**config.mk**
```make
export PLATFORM = sky130hd
export DESIGN_NAME = lpc_target
export DESIGN_NICKNAME = d
export VERILOG_FILES = /design/src/rtl/lpc_tgt_pkg.sv /design/src/rtl/lpc_sync_timer.sv /design/src/rtl/lpc_nibble_drive.sv /design/src/rtl/lpc_target.sv
export SDC_FILE = /design/constraint.sdc
export NUM_CORES = 1
export LEC_CHECK = 0
export ABC_AREA = 1
export BUFFER_PORTS_ARGS = -buffer_cell sky130_fd_sc_hd__buf_2
export CAP_MARGIN = 20
export CORE_ASPECT_RATIO = 0.75
export CORE_MARGIN = 5
export CORE_UTILIZATION = 38
export CTS_BUF_LIST = sky130_fd_sc_hd__clkbuf_8 sky130_fd_sc_hd__clkbuf_16
export DETAILED_ROUTE_END_ITERATION = 10
export GPL_TIMING_DRIVEN = 0
export PLACE_DENSITY = 0.69
export REMOVE_ABC_BUFFERS = 1
export SYNTH_ARGS = -nofsm -noshare
export SYNTH_HDL_FRONTEND = slang
export SYNTH_SLANG_ARGS = --single-unit
export TNS_END_PERCENT = 1
```
**constraint.sdc**
```tcl
create_clock -name clk -period 5.4 [get_ports clk]
set_input_delay 0.27 -clock clk [delete_from_list [all_inputs] [get_ports clk]]
set_output_delay 0.27 -clock clk [all_outputs]
set_load 0.1 [all_outputs]
```
**src/rtl/lpc_tgt_pkg.sv**
```systemverilog
`timescale 1ns/1ps
package lpc_tgt_pkg;

  localparam int NIB_W = 4;

  localparam logic [NIB_W-1:0] NIB_START  = 4'h0;
  localparam logic [NIB_W-1:0] SYNC_READY = 4'h0;
  localparam logic [NIB_W-1:0] SYNC_SHORT = 4'h5;
  localparam logic [NIB_W-1:0] SYNC_LONG  = 4'h6;
  localparam logic [NIB_W-1:0] SYNC_ERR   = 4'hA;
  localparam logic [NIB_W-1:0] NIB_TAR    = 4'hF;

  typedef enum logic [3:0] {
    ST_IDLE, ST_CTYPE, ST_ADDR, ST_CHAN, ST_SIZE,
    ST_WDATA, ST_HTAR, ST_SYNC, ST_RDATA, ST_TTAR
  } lpc_st_e;

  // size nibble bits 1:0 -> index of the last byte
  function automatic logic [1:0] size_last(input logic [1:0] code);
    case (code)
      2'b01:   return 2'd1;
      2'b11:   return 2'd3;
      default: return 2'd0;
    endcase
  endfunction

endpackage

```
**src/rtl/lpc_sync_timer.sv**
```systemverilog
`timescale 1ns/1ps
module lpc_sync_timer #(
  parameter int LONG_MAX = 330,
  parameter int CNT_W    = $clog2(LONG_MAX + 1)
) (
  input  logic             clk,
  input  logic             rst_n,
  input  logic             active,
  input  logic [CNT_W-1:0] wait_n,
  input  logic             done,
  input  logic             long_req,
  output logic [CNT_W-1:0] cnt,
  output logic             past_fixed,
  output logic             give_up,
  output logic             finish
);

  localparam logic [CNT_W-1:0] CAP = CNT_W'(LONG_MAX);

  assign past_fixed = cnt >= wait_n;
  assign give_up    = active && !done && past_fixed && (!long_req || cnt >= CAP);
  assign finish     = active && ((past_fixed && done) || give_up);

  always_ff @(posedge clk or negedge rst_n) begin
    if (!rst_n)                      cnt <= '0;
    else if (!active || finish)      cnt <= '0;
    else if (cnt != CAP)             cnt <= cnt + CNT_W'(1);
  end

  a_r7_wait_cap: assert property (@(posedge clk) disable iff (!rst_n)
    active |-> cnt <= CAP);

  a_r6_giveup_ends: assert property (@(posedge clk) disable iff (!rst_n)
    (active && give_up) |=> cnt == '0);

endmodule

```
**src/rtl/lpc_nibble_drive.sv**
```systemverilog
`timescale 1ns/1ps
module lpc_nibble_drive
  import lpc_tgt_pkg::*;
(
  input  lpc_st_e          st,
  input  logic             sub_lsb,
  input  logic             finish,
  input  logic             fin_err,
  input  logic             past_fixed,
  input  logic [NIB_W-1:0] wait_code,
  input  logic [7:0]       rdata,
  output logic [NIB_W-1:0] lad_out,
  output logic             lad_oe
);

  always_comb begin
    lad_out = NIB_TAR;
    lad_oe  = 1'b0;
    case (st)
      ST_SYNC: begin
        lad_oe = 1'b1;
        if (finish)          lad_out = fin_err ? SYNC_ERR : SYNC_READY;
        else if (past_fixed) lad_out = SYNC_LONG;
        else                 lad_out = wait_code;
      end
      ST_RDATA: begin
        lad_oe  = 1'b1;
        lad_out = sub_lsb ? rdata[7:4] : rdata[3:0];
      end
      ST_TTAR: begin
        lad_oe  = !sub_lsb;
        lad_out = NIB_TAR;
      end
      default: ;
    endcase
  end

endmodule

```
**src/rtl/lpc_target.sv**
```systemverilog
`timescale 1ns/1ps
module lpc_target
  import lpc_tgt_pkg::*;
#(
  parameter int ADDR_W        = 16,
  parameter int IO_RD_WAIT    = 3,
  parameter int IO_WR_WAIT    = 2,
  parameter int DMA_RD_WAIT   = 3,
  parameter int DMA_WR_WAIT   = 4,
  parameter int LONG_WAIT_MAX = 330
) (
  input  logic              clk,
  input  logic              rst_n,
  input  logic              lframe_n,
  input  logic [3:0]        lad_in,
  output logic [3:0]        lad_out,
  output logic              lad_oe,
  output logic              ldrq_n,
  output logic              txn_valid,
  input  logic              txn_ready,
  output logic              txn_write,
  output logic              txn_dma,
  output logic [ADDR_W-1:0] txn_addr,
  output logic [1:0]        txn_idx,
  output logic [7:0]        txn_wdata,
  input  logic [7:0]        rsp_rdata,
  input  logic              rsp_err,
  input  logic              rsp_long
);

  localparam int ADDR_NIB = ADDR_W / NIB_W;
  localparam int SUB_W    = (ADDR_NIB > 2) ? $clog2(ADDR_NIB) : 1;
  localparam int CNT_W    = $clog2(LONG_WAIT_MAX + 1);

  lpc_st_e           st;
  logic [SUB_W-1:0]  sub;
  logic              wr_q, dma_q, done_q, err_q;
  logic [ADDR_W-1:0] addr_q;
  logic [1:0]        idx_q, last_idx;
  logic [7:0]        wdata_q, rdata_q;

  logic [CNT_W-1:0]  wait_n, sync_cnt;
  logic              in_sync, past_fixed, give_up, finish, hs, more_bytes;

  assign in_sync = (st == ST_SYNC);
  assign wait_n  = dma_q ? (wr_q ? CNT_W'(DMA_WR_WAIT) : CNT_W'(DMA_RD_WAIT))
                         : (wr_q ? CNT_W'(IO_WR_WAIT)  : CNT_W'(IO_RD_WAIT));

  lpc_sync_timer #(.LONG_MAX(LONG_WAIT_MAX), .CNT_W(CNT_W)) u_timer (
    .clk(clk), .rst_n(rst_n), .active(in_sync), .wait_n(wait_n),
    .done(done_q), .long_req(rsp_long), .cnt(sync_cnt),
    .past_fixed(past_fixed), .give_up(give_up), .finish(finish)
  );

  lpc_nibble_drive u_drive (
    .st(st), .sub_lsb(sub[0]), .finish(finish), .fin_err(give_up || err_q),
    .past_fixed(past_fixed), .wait_code(dma_q ? SYNC_SHORT : SYNC_LONG),
    .rdata(rdata_q), .lad_out(lad_out), .lad_oe(lad_oe)
  );

  assign txn_valid  = in_sync && !done_q && !give_up;
  assign hs         = txn_valid && txn_ready;
  assign more_bytes = dma_q && (idx_q != last_idx) && !err_q;
  assign txn_write  = wr_q;
  assign txn_dma    = dma_q;
  assign txn_addr   = addr_q;
  assign txn_idx    = idx_q;
  assign txn_wdata  = wdata_q;
  assign ldrq_n     = 1'b1;

  always_ff @(posedge clk or negedge rst_n) begin
    if (!rst_n) begin
      st <= ST_IDLE;  sub <= '0;  wr_q <= 1'b0;  dma_q <= 1'b0;
      done_q <= 1'b0; err_q <= 1'b0; addr_q <= '0; idx_q <= '0;
      last_idx <= '0; wdata_q <= '0; rdata_q <= '0;
    end else if (!lframe_n) begin
      st     <= (lad_in == NIB_START) ? ST_CTYPE : ST_IDLE;
      sub    <= '0;
      done_q <= 1'b0;
    end else begin
      case (st)
        ST_CTYPE: begin
          wr_q <= lad_in[1];  dma_q <= lad_in[3];
          err_q <= 1'b0;  idx_q <= '0;  last_idx <= '0;  addr_q <= '0;
          case (lad_in[3:2])
            2'b00:   st <= ST_ADDR;
            2'b10:   st <= ST_CHAN;
            default: st <= ST_IDLE;
          endcase
        end
        ST_ADDR: begin
          addr_q <= {addr_q[ADDR_W-NIB_W-1:0], lad_in};
          if (sub == SUB_W'(ADDR_NIB - 1)) begin
            sub <= '0;
            st  <= wr_q ? ST_WDATA : ST_HTAR;
          end else sub <= sub + SUB_W'(1);
        end
        ST_CHAN: begin
          addr_q <= ADDR_W'(lad_in);
          st     <= ST_SIZE;
        end
        ST_SIZE: begin
          last_idx <= size_last(lad_in[1:0]);
          st       <= wr_q ? ST_WDATA : ST_HTAR;
        end
        ST_WDATA: begin
          if (!sub[0]) begin wdata_q[3:0] <= lad_in; sub <= SUB_W'(1); end
          else begin wdata_q[7:4] <= lad_in; sub <= '0; st <= ST_HTAR; end
        end
        ST_HTAR: begin
          if (!sub[0]) sub <= SUB_W'(1);
          else begin sub <= '0; st <= ST_SYNC; err_q <= 1'b0; done_q <= 1'b0; end
        end
        ST_SYNC: begin
          if (hs) begin
            done_q  <= 1'b1;
            rdata_q <= rsp_rdata;
            err_q   <= rsp_err;
          end
          if (finish) begin
            done_q <= 1'b0;
            if (give_up) err_q <= 1'b1;
            sub <= '0;
            st  <= wr_q ? ST_TTAR : ST_RDATA;
          end
        end
        ST_RDATA: begin
          if (!sub[0]) sub <= SUB_W'(1);
          else begin
            sub <= '0;
            if (more_bytes) begin idx_q <= idx_q + 2'd1; st <= ST_SYNC; end
            else st <= ST_TTAR;
          end
        end
        ST_TTAR: begin
          if (!sub[0]) sub <= SUB_W'(1);
          else begin
            sub <= '0;
            if (more_bytes && wr_q) begin idx_q <= idx_q + 2'd1; st <= ST_WDATA; end
            else st <= ST_IDLE;
          end
        end
        default: ;
      endcase
    end
  end

  a_r11_abort_release: assert property (@(posedge clk) disable iff (!rst_n)
    !lframe_n |=> (!lad_oe && !txn_valid));

  a_r5_payload_hold: assert property (@(posedge clk) disable iff (!rst_n)
    (txn_valid && !txn_ready) |=> ($stable(txn_addr) && $stable(txn_wdata) &&
                                   $stable(txn_write) && $stable(txn_idx)));

  a_r3_no_early_ready: assert property (@(posedge clk) disable iff (!rst_n)
    (in_sync && sync_cnt < wait_n) |-> (lad_out != SYNC_READY));

  a_r8_data_after_err: assert property (@(posedge clk) disable iff (!rst_n)
    (in_sync && lad_out == SYNC_ERR && !wr_q && lframe_n) |=> (st == ST_RDATA && lad_oe));

  a_r9_idx_bound: assert property (@(posedge clk) disable iff (!rst_n)
    (st != ST_IDLE) |-> (idx_q <= last_idx));

  a_r10_release_after_drive: assert property (@(posedge clk) disable iff (!rst_n)
    (st == ST_TTAR && !sub[0] && lframe_n) |=> !lad_oe);

endmodule

```
### Word level (Yosys, flattened, before mapping)

Index checks and enable logic that the tools add are counted.

| word-level totals | value |
|---|---|
| bits of input ports | 18 |
| register bits | 55 |
| output and inout bits | 35 |
| word-level logic and storage cells | 137 |

| cells by class | value |
|---|---|
| bitwise operators | 1 |
| reductions and logical operators | 40 |
| add/subtract/negate cells | 3 |
| equal/unequal tests | 30 |
| order comparisons | 2 |
| muxes and demuxes | 48 |

Operator list:

| kind | number |
|---|---|
| one-hot mux 16 bit (3 select lines) | 1 |
| 2-to-1 mux 4 bit | 11 |
| one-hot mux 4 bit (9 select lines) | 1 |
| 2-to-1 mux 2 bit | 10 |
| 2-to-1 mux 9 bit | 2 |
| != test 3 bit, second input constant | 6 |
| equality test 4 x 3 -> 1 bit, second input constant | 4 |
| AND reduction 3 bit | 5 |
| one-hot mux 2 bit (2 select lines) | 3 |
| one-hot mux 2 bit (3 select lines) | 2 |
| 2-to-1 mux 1 bit | 11 |
| logical AND 1 bit | 10 |
| != test 10 x 1 -> 1 bit, second input constant | 1 |
| != test 2 bit, second input constant | 5 |
| adder 9 x 1 -> 9 bit, second input constant | 1 |
| >= comparator 9 x 3 -> 1 bit | 1 |
| >= comparator 9 bit, second input constant | 1 |
| 2-to-1 mux 3 bit | 3 |
| != test 9 bit, second input constant | 1 |
| nonzero test 3 bit | 3 |
| equality test 4 x 2 -> 1 bit, second input constant | 2 |
| equality test 4 bit, second input constant | 2 |
| one-hot mux 4 bit (2 select lines) | 1 |
| AND reduction 2 bit | 4 |
| 20 further kinds | 33 |

### Depth between registers and ports, before layout

| logic depth | value |
|---|---|
| word-level depth | 12 |
| depth in mapped cells | 15 |
| depth with buffers taken out | 15 |

### Cells and area by module

Synthesis repeated with hierarchy kept, for this count alone.

| unflattened totals | value |
|---|---|
| cell total of the unflattened synthesis | 463 |
| area total of the unflattened synthesis | 3357.0 sq um |

By module, submodules not included:

| module | cells each | times used | area an instance (sq um) | sequential area each (sq um) |
|---|---|---|---|---|
| lpc_target | 298 | 1 | 2328.5 | 1151.1 |
| lpc_sync_timer | 111 | 1 | 792.0 | 225.2 |
| lpc_nibble_drive | 54 | 1 | 236.5 | 0.0 |

### Worst setup path after synthesis

No wires, ideal clock.

| timing path | value |
|---|---|
| path type | register to output |
| start point | register wr_q, in the netlist txn_write |
| end point | output lad_out[0] |
| cell stages (with the launch flop) | 10 |
| slack | -0.103 ns |
| path buffers | 0 |
| arrival | 5.233 ns |
| required time | 5.130 ns |
| cell sequence | dfrtp_1 > inv_1 > ha_1 > inv_1 > nand2_1 > nand2_1 > nand2_1 > nand2_1 > nand2_2 > o311ai_0 |

| between the ends | value |
|---|---|
| word-level cells in the longest chain between the ends | 9 |
| elaborated cells on any way between the ends | 12 |
| classes of those cells | order compare (1); mux (6); reduce/logical (5) |

RTL lines:

| element | RTL line | RTL |
|---|---|---|
| start, declared | lpc_target.sv:37 | `logic wr_q, dma_q, done_q, err_q;` |
| start signal, assigned | lpc_target.sv:83 | `wr_q <= lad_in[1]; dma_q <= lad_in[3];` |
| 2-to-1 mux 1 bit / 2-to-1 mux 3 bit (equally long branches) | lpc_target.sv:47, lpc_target.sv:46 |  |
| 2-to-1 mux 3 bit * | lpc_target.sv:46 | `assign wait_n = dma_q ? (wr_q ? CNT_W'(DMA_WR_WAIT) : CNT_W'(DMA_RD_WAIT))` |
| >= comparator 9 x 3 -> 1 bit * | lpc_sync_timer.sv:20 | `assign past_fixed = cnt >= wait_n;` |
| logical AND 1 bit (2 in a row) | lpc_sync_timer.sv:21 | `assign give_up = active && !done && past_fixed && (!long_req \|\| cnt >= CAP);` |
| logical OR 1 bit | lpc_sync_timer.sv:22 | `assign finish = active && ((past_fixed && done) \|\| give_up);` |
| logical AND 1 bit | lpc_sync_timer.sv:22 |  |
| 2-to-1 mux 4 bit * | lpc_nibble_drive.sv:22 | `if (finish) lad_out = fin_err ? SYNC_ERR : SYNC_READY;` |
| one-hot mux 4 bit (2 select lines) * | lpc_nibble_drive.sv:19 | `case (st)` |
| end, declared | lpc_target.sv:16 | `output logic [3:0] lad_out,` |

Every way passes the cells marked *; elsewhere a longest branch is shown, timed or not.

### Worst setup path in the final report

| timing path | value |
|---|---|
| start point | register wr_q, in the netlist txn_write |
| end point | output lad_out[2] |

| between the ends | value |
|---|---|
| word-level cells in the longest chain between the ends | 9 |
| elaborated cells on any way between the ends | 11 |
| classes of those cells | order compare (1); mux (5); reduce/logical (5) |

RTL lines:

| element | RTL line |
|---|---|
| 2-to-1 mux 1 bit / 2-to-1 mux 3 bit (equally long branches) | lpc_target.sv:47, lpc_target.sv:46 |
| 2-to-1 mux 3 bit * | lpc_target.sv:46 |
| >= comparator 9 x 3 -> 1 bit * | lpc_sync_timer.sv:20 |
| logical AND 1 bit (2 in a row) | lpc_sync_timer.sv:21 |
| logical OR 1 bit * | lpc_sync_timer.sv:22 |
| logical AND 1 bit * | lpc_sync_timer.sv:22 |
| 2-to-1 mux 4 bit * | lpc_nibble_drive.sv:22 |
| one-hot mux 4 bit (2 select lines) * | lpc_nibble_drive.sv:19 |

Marks and branches as above.

==> results.toml <==
[synthesis]
synth_most_common_cell = "nand2_1"
syn_inst = 396
synth_top_cells_by_count = "105 x nand2_1, 55 x dfrtp_1, 54 x inv_1, 37 x nor2_1, 29 x o21ai_0"
synth_edf_count = 0
synthDistinctLibCells = 36
synth_ff_type = "dfrtp_1"
synth_top_area_cell = "dfrtp_1"
yosys_warnings = 0
ys_seq_elements = 55
postSynth.asyncResetShare = 1.00
syn-cell-area_um2 = 3090
synthTopCellsByArea = "dfrtp_1 45%, nand2_1 13%, inv_1 6.6%"
syn_avg_cell_area_um2 = 7.81
yosysTopAreaCellShare = 0.445
yosysSeqAreaShare = 0.445

[floorplanning]
ioPinCount = 53
die_y_um = 88.1
rows = 28
die_x_um = 114
initial_core_util = 0.390
die_area_um2 = 10100
fp.coreArea_um2 = 7920

[timing]
finalClockSkew_ns = 0.0155
tightest_slew_ns = 0.514
clock.fmax_mhz = 338
finalSetupViolCount = 0
fin_crit_sh = 0.548
hold_viol_final = 0
grt_setup_unrepaired = "no"
finalCriticalPeriod_ns = 2.96
maxSlewHeadroom = 0.656
slew_violations = 0

[detailed_routing]
vias = 2672
drc = 0
firstDrtPassIters = 4
drtAntennaViolNets = 0
wl_per_cell_um = 12.5
wl_um = 6930
viasPerCell = 4.82
first_iter_violations = 240

[placed_design]
place_area_um2 = 3460
place.gp.congestion = 0.881
io_buffers = 51
hpwl_um = 5340

[finish]
nNetsFinal = 472
drive_gt1_frac = 0.212
num-fill-cells = 812
multi_input_area_um2 = 1450
seq_area_um2 = 1380
syn_to_final_growth_pct = 16.0
final_area_um2 = 3590
antenna_cells = 0

[clock_tree]
path_clk_slew_ns = 0.10
clk_root_buffer_cell = "clkbuf_8"
clockBufferDepth = 2
postCtsSetupRepairBufs = 0
cts_tree = "yes"
clk_latency_ns = 0.31
cts_resized = 0
cts_made_buffers = 5
cts_sinks = 55
cts_max_level = 2

[power]
p_per_area_nw_per_um2 = 575
power_uw = 2060
ir_drop_mv = 0.393
p_leak_uw = 0.00183

[setup_path]
start_kind = "register"
r2r_setup_slack_ns = 3.15
path_class = "register to primary output"
r2r_cells = 14
arrival_ns = 2.69
critPathCaptureType = "primary output"
worstPathRequired_ns = 5.13
cp_max_fo = 8

[hold_path]
hold_depth = 3
min_path_type = "input port to register"

[global_routing]
grt.overflow.total = 0
antenna_found_initial = 0
grt_pass1_wl_um = 11800
grt_start_max_net_pins = 35
grt.total_usage = 0.142
grt_pass1_vias = 2545

[job]
max_cap_violations = 0

[status]
status = "finished, final reports clean"
[per-layer routing]
metal	global-route usage	vias to the layer above	share of wire
met5	0	-	0
met4	0.0302	0	0.0090
met3	0.0407	9	0.071
met2	0.215	58	0.45
met1	0.205	1225	0.47
li1	-	1380	-
[cells in the final DEF, fill, tap and decap left out, types with 2 or more instances in the layout]
master / synthesis / layout
inv_1: 54 / 54
xnor2_1: 3 / 3
nor3_1: 3 / 2
inv_2: 4 / 4
a21oi_1: 8 / 8
nor2_1: 37 / 37
nand3_1: 24 / 24
nor2_8: 2 / 2
nand2_4: 3 / 3
o21ai_1: 3 / 3
o211ai_1: 2 / 2
nand4_1: 7 / 7
nand3_2: 2 / 2
o21ai_0: 29 / 29
o22ai_1: 12 / 12
o21ai_2: 9 / 9
buf_2: 2 / 51
nor2_2: 2 / 2
dfrtp_1: 55 / 55
nor2_4: 4 / 4
clkbuf_8: 0 / 5
ha_1: 6 / 6
nand2_1: 105 / 105
nand2_2: 3 / 3
[report_power, final]
| group | leakage (µW) | switching [µW] | internal (µW) | total (µW) |
|---|---|---|---|---|
| Combinational | 0.00104 | 956 | 206 | 1160 |
| Sequential | 0.000731 | 93.2 | 534 | 627 |
| Clock | 0.0000581 | 136 | 138 | 274 |
[stage by stage]
step	util	worst slack [ns]	TNS, ns	hold WS [ns]	cells
floorplan	-	-0.103	-0.103	-0.0256	387
global placement	0.433	2.72	0	0.456	543
detailed placement	0.437	2.82	0	0.271	545
CTS	0.453	2.44	0	0.157	554
global route	0.453	2.24	0	0.147	554
finish	0.453	2.44	0	0.156	554
[repair_timing]
action / 4_1_cts / 5_1_grt
hold endpoints to repair: 21 / 0
hold buffers: 1 / 0
endpoints found under the setup margin: 0 / 0
[registers in the layout (all words and copies together), names as in the netlist]
| register | cells |
|---|---|
| rdata_q | 8 |
| u_timer.cnt | 9 |
| last_idx | 2 |
| err_q | 1 |
| txn_write | 1 |
| sub | 2 |
| done_q | 1 |
| txn_dma | 1 |
| txn_addr | 16 |
| txn_idx | 2 |
| st | 4 |
| txn_wdata | 8 |
[logic make-up after synthesis]
logic type | after synthesis | synth area share
adders and majority gates | 6 | 0.0243
buffers and inverters | 68 | 0.0890
and+or+nand+nor | 195 | 0.298
AOI/OAI and AO/OA | 67 | 0.131
other | 1 | 0.00121
DFF | 55 | 0.445
xor gates and xnor gates | 4 | 0.0113
[final cells by class]
cell class,count,share of cell area
Tap cell,105,0.0366
Inverter,59,0.0625
Timing Repair Buffer,54,0.0827
Clock buffer,5,0.0192
Multi-Input combinational cell,273,0.403
Sequential cell,55,0.384
Clock inverter,3,0.0122
[worst max-delay path, stage by stage (launching register included)]
cell     delay, ns
dfrtp_1       0.45
inv_1         0.13
ha_1          0.30
inv_1         0.06
nand2_1       0.04
nand2_1       0.05
nand2_1       0.05
nand2_1       0.08
nand2_2       0.11
nand2_1       0.08
nand2_1       0.08
nor2_4        0.25
inv_2         0.15
nand3_1       0.10
buf_2         0.43
[worst paths after layout]
kind                               from           end
setup / recovery              txn_write    lad_out[2]
hold / removal             rsp_rdata[5]    rdata_q[5]
setup reg to reg              txn_write    rdata_q[2]
hold reg to reg              rdata_q[5]    rdata_q[5]
max in group asynchronous         rst_n    txn_idx[0]
min in group asynchronous         rst_n  txn_addr[15]
No activity file was read; power rests on OpenSTA's default activity.
